### config.mk
export PLATFORM = sky130hd
export DESIGN_NAME = pm_event_sci
export DESIGN_NICKNAME = d
export VERILOG_FILES = /design/src/rtl/pm_event_sci.sv
export SDC_FILE = /design/constraint.sdc
export NUM_CORES = 1
export LEC_CHECK = 0
export BUFFER_PORTS_ARGS = -buffer_cell sky130_fd_sc_hd__buf_4
export CAP_MARGIN = 10
export CORE_UTILIZATION = 59
export CTS_CLUSTER_DIAMETER = 200
export CTS_CLUSTER_SIZE = 20
export DETAILED_ROUTE_END_ITERATION = 6
export PLACE_DENSITY = 0.91
export SLEW_MARGIN = 0
export SYNTH_ARGS = -nofsm -noshare
export SYNTH_HDL_FRONTEND = slang
export SYNTH_SLANG_ARGS = --single-unit
### constraint.sdc
create_clock -name clk -period 2.6 [get_ports clk]
set_input_delay 0.52 -clock clk [delete_from_list [all_inputs] [get_ports clk]]
set_output_delay 0.52 -clock clk [all_outputs]
set_load 0.05 [all_outputs]
### src/rtl/pm_event_sci.sv
module pm_event_sci #(
  parameter int GPE_LEN = 4,
  parameter int ADDR_W  = 8
) (
  input  logic              clk,
  input  logic              rst_n,
  input  logic              bus_gpe,
  input  logic [ADDR_W-1:0] bus_addr,
  input  logic              bus_wr,
  input  logic [1:0]        bus_be,
  input  logic [15:0]       bus_wdata,
  output logic [15:0]       bus_rdata,
  input  logic              ev_pwrbtn,
  input  logic              tmr_ovf,
  input  logic              wake_req,
  input  logic [1:0]        wake_cause,
  input  logic [7:0]        gpe_ev,
  output logic              sci
);
  localparam int GPE_HALF = GPE_LEN / 2;
  localparam int B_TMR = 0;
  localparam int B_PWR = 8;
  localparam int B_RTC = 10;
  localparam int B_WAK = 15;
  localparam logic [15:0] SCI_MASK = 16'h0721;

  logic [15:0] pm_sts, pm_en, pm_set, pm_clr, lane;
  logic [GPE_HALF-1:0][7:0] gpe_sts, gpe_en;
  logic hit_sts, hit_en;

  assign hit_sts = bus_wr && !bus_gpe && (bus_addr == ADDR_W'(0));
  assign hit_en  = bus_wr && !bus_gpe && (bus_addr == ADDR_W'(2));
  assign lane    = {{8{bus_be[1]}}, {8{bus_be[0]}}};
  assign pm_clr  = hit_sts ? (bus_wdata & lane) : 16'h0000;

  always_comb begin
    pm_set = 16'h0000;
    pm_set[B_TMR] = tmr_ovf;
    pm_set[B_PWR] = ev_pwrbtn & pm_en[B_PWR];
    if (wake_req) begin
      pm_set[B_WAK] = 1'b1;
      case (wake_cause)
        2'd0:    pm_set[B_RTC] = 1'b1;
        2'd1:    pm_set[B_TMR] = 1'b1;
        default: pm_set[B_PWR] = 1'b1;
      endcase
    end
  end

  always_ff @(posedge clk) begin
    if (!rst_n) begin
      pm_sts  <= '0;
      pm_en   <= '0;
      gpe_sts <= '0;
      gpe_en  <= '0;
    end else begin
      pm_sts <= (pm_sts & ~pm_clr) | pm_set;
      if (hit_en) pm_en <= (pm_en & ~lane) | (bus_wdata & lane);
      for (int i = 0; i < GPE_HALF; i++) begin
        gpe_sts[i] <= (gpe_sts[i] &
                       ~((bus_wr && bus_gpe && bus_addr == ADDR_W'(i)) ? bus_wdata[7:0] : 8'h00))
                      | ((i == 0) ? gpe_ev : 8'h00);
        if (bus_wr && bus_gpe && bus_addr == ADDR_W'(GPE_HALF + i))
          gpe_en[i] <= bus_wdata[7:0];
      end
    end
  end

  always_comb begin
    bus_rdata = 16'h0000;
    if (!bus_gpe) begin
      if (bus_addr == ADDR_W'(0)) bus_rdata = pm_sts;
      else if (bus_addr == ADDR_W'(2)) bus_rdata = pm_en;
    end else begin
      for (int i = 0; i < GPE_HALF; i++) begin
        if (bus_addr == ADDR_W'(i)) bus_rdata = {8'h00, gpe_sts[i]};
        if (bus_addr == ADDR_W'(GPE_HALF + i)) bus_rdata = {8'h00, gpe_en[i]};
      end
    end
  end

  assign sci = (|(pm_sts & pm_en & SCI_MASK)) || (|(gpe_sts[0] & gpe_en[0]));

  p_pwr_set_r5: assert property (@(posedge clk) disable iff (!rst_n)
    (ev_pwrbtn && pm_en[B_PWR]) |=> pm_sts[B_PWR]);
  p_wake_flag_r6: assert property (@(posedge clk) disable iff (!rst_n)
    wake_req |=> pm_sts[B_WAK]);
  p_tmr_set_r7: assert property (@(posedge clk) disable iff (!rst_n)
    tmr_ovf |=> pm_sts[B_TMR]);
  p_en_write_r3: assert property (@(posedge clk) disable iff (!rst_n)
    (bus_wr && !bus_gpe && bus_addr == ADDR_W'(2) && bus_be == 2'b11) |=> pm_en == $past(bus_wdata));
  p_gpe_or_r10: assert property (@(posedge clk) disable iff (!rst_n)
    (gpe_ev != 8'h00) |=> ((gpe_sts[0] & $past(gpe_ev)) == $past(gpe_ev)));
  p_gpe_en_r9: assert property (@(posedge clk) disable iff (!rst_n)
    (bus_wr && bus_gpe && bus_addr == ADDR_W'(GPE_HALF)) |=> gpe_en[0] == $past(bus_wdata[7:0]));
  p_quiet_r8: assert property (@(posedge clk) disable iff (!rst_n)
    (pm_en == 16'h0000 && gpe_en[0] == 8'h00) |-> !sci);
endmodule

==> impl_metrics.toml, run 1 <==
[synth]
synth_top_area_cell = "dfxtp_1"
synth_most_common_cell = "nand2_1"
yosysSeqAreaShare_pct = 42.3
yosysWarnings = 0
async_flop_share_pct = 0
ys.flop_type = "dfxtp_1"
ys_ff_latch = 64
syn-num-nets = 362
synth_common_cells = "70 x nand2_1, 64 x dfxtp_1, 41 x mux2i_1"
synth_area_sq_um = 3030
syn_inst = 319
synth-edff-count = 0
synth_top_area_share_pct = 42.3
synth_cell_type_count = 37
synth_top_cells_by_area = "dfxtp_1 42%, mux2i_1 14%, nand2_1 8.7%"
avgSynthCellArea_sq_um = 9.50

[timing]
worst_pin_slew_ns = 0.736
min_period_ns = 2.42
slew_headroom_pct = 51.0
setup-violations-final = 0
fin_crit_sh_pct = 93.1
fin_skew_ns = 0.000300
rsz0062_at_grt = "false"
final-max-slew-violation-count = 0
hold_viol = 0
tns_ns = 0
max_freq_ghz = 0.413

[drt]
vias = 2696
firstDrtPassIters = 5
ant_nets = 0
avgViaCountPerCell = 6.00
wl_per_cell_um = 16.8
drt_iter0_drc = 260
wirelength_um = 7540
drc = 0

[floorplan]
initial_utilization_pct = 62.9
fp.dieW_um = 73.7
die_area_sq_um = 5430
rows = 25
die-height_um = 73.7
fp.coreArea_sq_um = 4820
pin_count = 60

[cts]
ctsHoldBuffers = 0
cts.sinks = 64
cts_tree = "done"
cts-htree-levels = 3
post_cts_buffers = 0
clk_path_buf_depth = 2
cts_root_buffer = "clkbuf_8"
ctsResizeCount = 0
clk_pin_slew_worst_paths_ns = 0.07
insertion_delay_ns = 0.33
cts_made_buffers = 9

[hold_path]
hold_path_class = "input pin to register"

[worst_setup_path]
cp-start-kind = "input pin"
arrival_ns = 1.90
worstSetupPathType = "input pin to output pin"
crit_path_end_kind = "output pin"
worstPathRequired_ns = 2.08
crit_fanout = 8

[global_routing]
grt_overflow = 0
grt_pass1_wl_um = 11900
grt_pass1_vias = 2532
grt_max_degree = 81
grt_use_total_pct = 30.1
grt_antenna_before_repair = 0

[place]
gp_congestion = 0.813
portBuffers = 59
dp_hpwl_um = 4960

[pwr]
peakVddDrop_mv = 0.500
p_per_area_nw_per_um2 = 571
power.total_mw = 2.13
cellLeakagePower_nw = 1.68

[outcome]
status = "finished clean"

[layout]
antenna_cells = 0
drive_above_1_share_pct = 27.7
syn2layout_area_growth_pct = 23.3
final_nets = 421

[flow_run]
cap_violations = 0
-- through the flow --
| step | util (%) | worst slack [ns] | instance area, sq um | std cells | hold slack [ns] |
|---|---|---|---|---|---|
| 6_report | 77.6 | 0.179 | 3740 | 449 | 0.344 |
| 3_5_place_dp | 73.0 | 0.255 | 3520 | 434 | 0.423 |
| 2_1_floorplan | - | -0.119 | 3040 | 319 | 0.409 |
| 4_1_cts | 77.6 | 0.212 | 3740 | 449 | 0.342 |
| 5_1_grt | 77.6 | 0.133 | 3740 | 449 | 0.349 |
| 3_3_place_gp | 73.0 | 0.270 | 3520 | 434 | 0.416 |
-- power breakdown --
| part | switching (mW) | internal (mW) | total [mW] | leakage, nW |
|---|---|---|---|---|
| clock | 0.369 | 0.586 | 0.954 | 0.112 |
| combinational | 0.0938 | 0.0807 | 0.175 | 1.05 |
| sequential | 0.0107 | 0.994 | 1.00 | 0.519 |
| total | 0.473 | 1.66 | 2.13 | 1.68 |
-- path summary, 6_finish.rpt --
kind | start | end | slack, ns | cells past startpoint
setup / recovery | bus_addr[7] | bus_rdata[9] | 0.18 | 6
hold / removal | bus_wdata[13] | pm_sts[13] | 0.34 | 2
setup reg to reg | register | pm_sts[8] | 1.69 | 3
hold reg to reg | gpe_sts[13] | gpe_sts[13] | 0.44 | 2
-- layout make-up --
class / count / area, sq um
tap: 67 / 83.8
clock inverter: 3 / 65.1
multi-input combinational: 230 / 1640
clock buffer: 12 / 155
fill: 324 / 1080
inverter: 10 / 37.5
sequential: 64 / 1280
timing repair buffer: 63 / 473
-- critical path: stages --
cell	delay, ns
buf_4	0.12
nor4_1	0.29
buf_4	0.19
nand3_1	0.29
nor2_1	0.26
buf_4	0.23
-- layer usage --
metal	part of all wire (%)	up-vias	global-route usage [%]
li1	-	1257	-
met1	41	1294	36.9
met2	49	122	49.7
met3	6.7	23	5.90
met4	2.8	0	16.5
met5	0	-	0
-- layout by cell type (no fill, tap or decap), types with 3 or more instances in the layout --
cell / synthesis / final
o21ai_0: 11 / 11
inv_1: 10 / 10
nor4_4: 3 / 3
clkbuf_8: 0 / 11
a21oi_1: 25 / 24
dfxtp_1: 64 / 64
mux2_2: 7 / 7
nand2_1: 70 / 70
mux4_2: 8 / 8
buf_4: 0 / 63
a31oi_1: 8 / 8
nor2_1: 19 / 17
mux2i_1: 41 / 41
a22oi_1: 12 / 12
-- cells by family after synthesis --
| kind of cell | count (synthesis) | share of synthesized area (%) |
|---|---|---|
| and+or+nand+nor | 115 | 20.4 |
| DFF | 64 | 42.3 |
| AOI/OAI and AO/OA | 59 | 11.4 |
| muxes | 56 | 22.1 |
| buffers and inverters | 25 | 3.84 |
(Power assumes the default switching activity.)
==> run 2, diff against run 1 <==
--- a/config.mk
+++ b/config.mk
@@ -5,13 +5,14 @@
 export SDC_FILE = /design/constraint.sdc
 export NUM_CORES = 1
 export LEC_CHECK = 0
+export ABC_AREA = 1
 export BUFFER_PORTS_ARGS = -buffer_cell sky130_fd_sc_hd__buf_4
 export CAP_MARGIN = 10
 export CORE_UTILIZATION = 59
 export CTS_CLUSTER_DIAMETER = 200
 export CTS_CLUSTER_SIZE = 20
 export DETAILED_ROUTE_END_ITERATION = 6
-export PLACE_DENSITY = 0.91
+export PLACE_DENSITY = 0.9
 export SLEW_MARGIN = 0
 export SYNTH_ARGS = -nofsm -noshare
 export SYNTH_HDL_FRONTEND = slang
==> run 2 against run 1 <==
- first-iteration DRC count increased by 80%
- highest routed layer unchanged
- largest power group unchanged
- total power decreased by 11%
- critical endpoint is now bus_rdata[3]
- combinational power decreased by 9%
==> impl_metrics.toml, run 2 <==
[outcome]
status = "finished clean"

[synth]
synth-edff-count = 0
syn-num-nets = 505
syn_inst = 462
synth_compound_area_share_pct = 11.9
synth_area_sq_um = 3110
async_flop_share_pct = 0
synth_top_area_cell = "dfxtp_1"
avgSynthCellArea_sq_um = 6.74
yosys.area_share.xor_xnor_pct = 0
synth_most_common_cell = "nand2_1"
synth_common_cells = "111 x nand2_1, 64 x dfxtp_1, 64 x nor2_1"
synth-adder-area-share_pct = 0
synth_top_family_by_area = "simple AND/OR/NAND/NOR gates"
yosysWarnings = 0
ys.flop_type = "dfxtp_1"
synth_cell_type_count = 24
synth_top_cells_by_area = "dfxtp_1 41%, nand2_1 13%, nand3_1 7.9%"
ys_ff_latch = 64
yosysSeqAreaShare_pct = 41.1
synth_top_area_share_pct = 41.1
muxShareOfSynthArea_pct = 0
synth-simple-area-share_pct = 38.0

[worst_setup_path]
crit_path_end_kind = "output pin"
cp_slowest_cell = "o21ai_0"
arrival_ns = 1.95
worstSetupPathType = "input pin to output pin"
cp-start-kind = "input pin"
r2r_setup_slack_ns = 1.84
r2r_cells = 4
path_cells = "buf_4 -> nor2_1 -> nand2_1 -> inv_1 -> nand2_1 -> o21ai_0 -> nor2_1 -> nand2_1 -> nand2_1 -> buf_4"
worstPathRequired_ns = 2.08
timing.rr.end = "pm_sts[8]"
cpMostUsedCell = "nand2_1"
crit_fanout = 7
max_stage_delay_ns = 0.27

[timing]
fin_crit_sh_pct = 95.0
fin_skew_ns = 0.00694
slew_headroom_pct = 65.8
min_period_ns = 2.47
max_freq_ghz = 0.405
hold_viol = 0
whs_ns = 0.365
final-max-slew-violation-count = 0
setup-violations-final = 0
tns_ns = 0
rsz0062_at_grt = "false"
worst_pin_slew_ns = 0.512

[layout]
mostFrequentLayoutCells = "111 x nand2_1, 64 x nor2_1, 64 x dfxtp_1"
nFillCells = 425
syn2layout_area_growth_pct = 20.1
antenna_cells = 0
final_util_pct = 73.2
drive_above_1_share_pct = 17.6
final_common_cell = "nand2_1"
final_nets = 557

[hold_path]
holdPathEnd = "gpe_sts[3]"
hold_path_class = "input pin to register"
holdPathStages = 3
min_from = "gpe_ev[3]"

[pwr]
power.total_mw = 1.90
cellLeakagePower_nw = 1.70
peakVddDrop_mv = 0.310
p_per_area_nw_per_um2 = 508

[global_routing]
grt_use_total_pct = 33.7
grt_antenna_before_repair = 0
grt_pass1_wl_um = 13700
grt_pass1_vias = 2852
grt_overflow = 0
grt_max_degree = 49

[drt]
ant_nets = 0
drt_iter0_drc = 469
firstDrtPassIters = 6
wl_per_cell_um = 15.1
vias = 3375
avgViaCountPerCell = 5.75
drc = 0
wirelength_um = 8840

[cts]
cts_root_buffer = "clkbuf_8"
ctsHoldBuffers = 0
clk_pin_slew_worst_paths_ns = 0.07
ctsResizeCount = 0
cts-htree-levels = 3
cts.sinks = 64
post_cts_buffers = 0
clk_path_buf_depth = 2
insertion_delay_ns = 0.36
cts_made_buffers = 9
cts_tree = "done"

[floorplan]
fp.coreArea_sq_um = 5110
fp.dieW_um = 74.7
initial_utilization_pct = 61.0
pin_count = 60
rows = 26
die_area_sq_um = 5570
die-height_um = 74.7

[place]
portBuffers = 59
gp_congestion = 0.956
dp_hpwl_um = 6150

[flow_run]
cap_violations = 0
## run 2: through the flow
stage | instance area [sq um] | worst slack [ns] | instances
after CTS | 3740 | 0.167 | 587
after global placement | 3580 | 0.213 | 573
final | 3740 | 0.130 | 587
after floorplan | 3110 | 0.0594 | 462
after detailed placement | 3580 | 0.190 | 573
after global routing | 3740 | 0.0367 | 587
## run 2: critical path: cells and delay by family
family,cells,cell delay (ns)
buf+inv,3,0.49
compound gates,1,0.27
simple gates,6,0.66
## run 2: area by class of cell
| cell class | count | area, sq um | area share, % |
|---|---|---|---|
| flip-flops and latches | 64 | 1280 | 34.2 |
| clock inverters | 4 | 22.5 | 0.602 |
| well taps | 70 | 87.6 | 2.34 |
| clock buffers | 10 | 138 | 3.68 |
| repair buffers | 63 | 498 | 13.3 |
| inverters | 43 | 161 | 4.31 |
| multi-input cells | 333 | 1550 | 41.5 |
## run 2: report_power, final
| group | total, mW | switching, mW | internal [mW] |
|---|---|---|---|
| sequential | 1.01 | 0.0135 | 0.994 |
| clock | 0.733 | 0.378 | 0.355 |
| combinational | 0.160 | 0.0976 | 0.0627 |
| total | 1.90 | 0.489 | 1.41 |
## run 2: layer usage
layer  part of all wire [%]  GRT usage [%]
met4                    4.8           17.4
met2                     45           52.3
met5                      0              0
met3                    9.9           9.37
met1                     40           43.0
## run 2: worst max-delay path by stage
stage | to | depth (start not counted) | startpoint
6_report | bus_rdata[3] | 10 | bus_addr[5]
3_5_place_dp | bus_rdata[7] | 9 | bus_addr[5]
3_3_place_gp | bus_rdata[7] | 9 | bus_addr[7]
4_1_cts | bus_rdata[7] | 9 | bus_addr[5]
5_1_grt | bus_rdata[7] | 9 | bus_addr[5]
2_1_floorplan | bus_rdata[11] | 7 | bus_addr[5]
## run 2: kinds of logic (layout without fill, tap and decap cells)
logic type / count (synthesis) / after routing
and+or+nand+nor: 262 / 262
AOI/OAI and AO/OA: 71 / 71
buffers and inverters: 65 / 120
DFF: 64 / 64
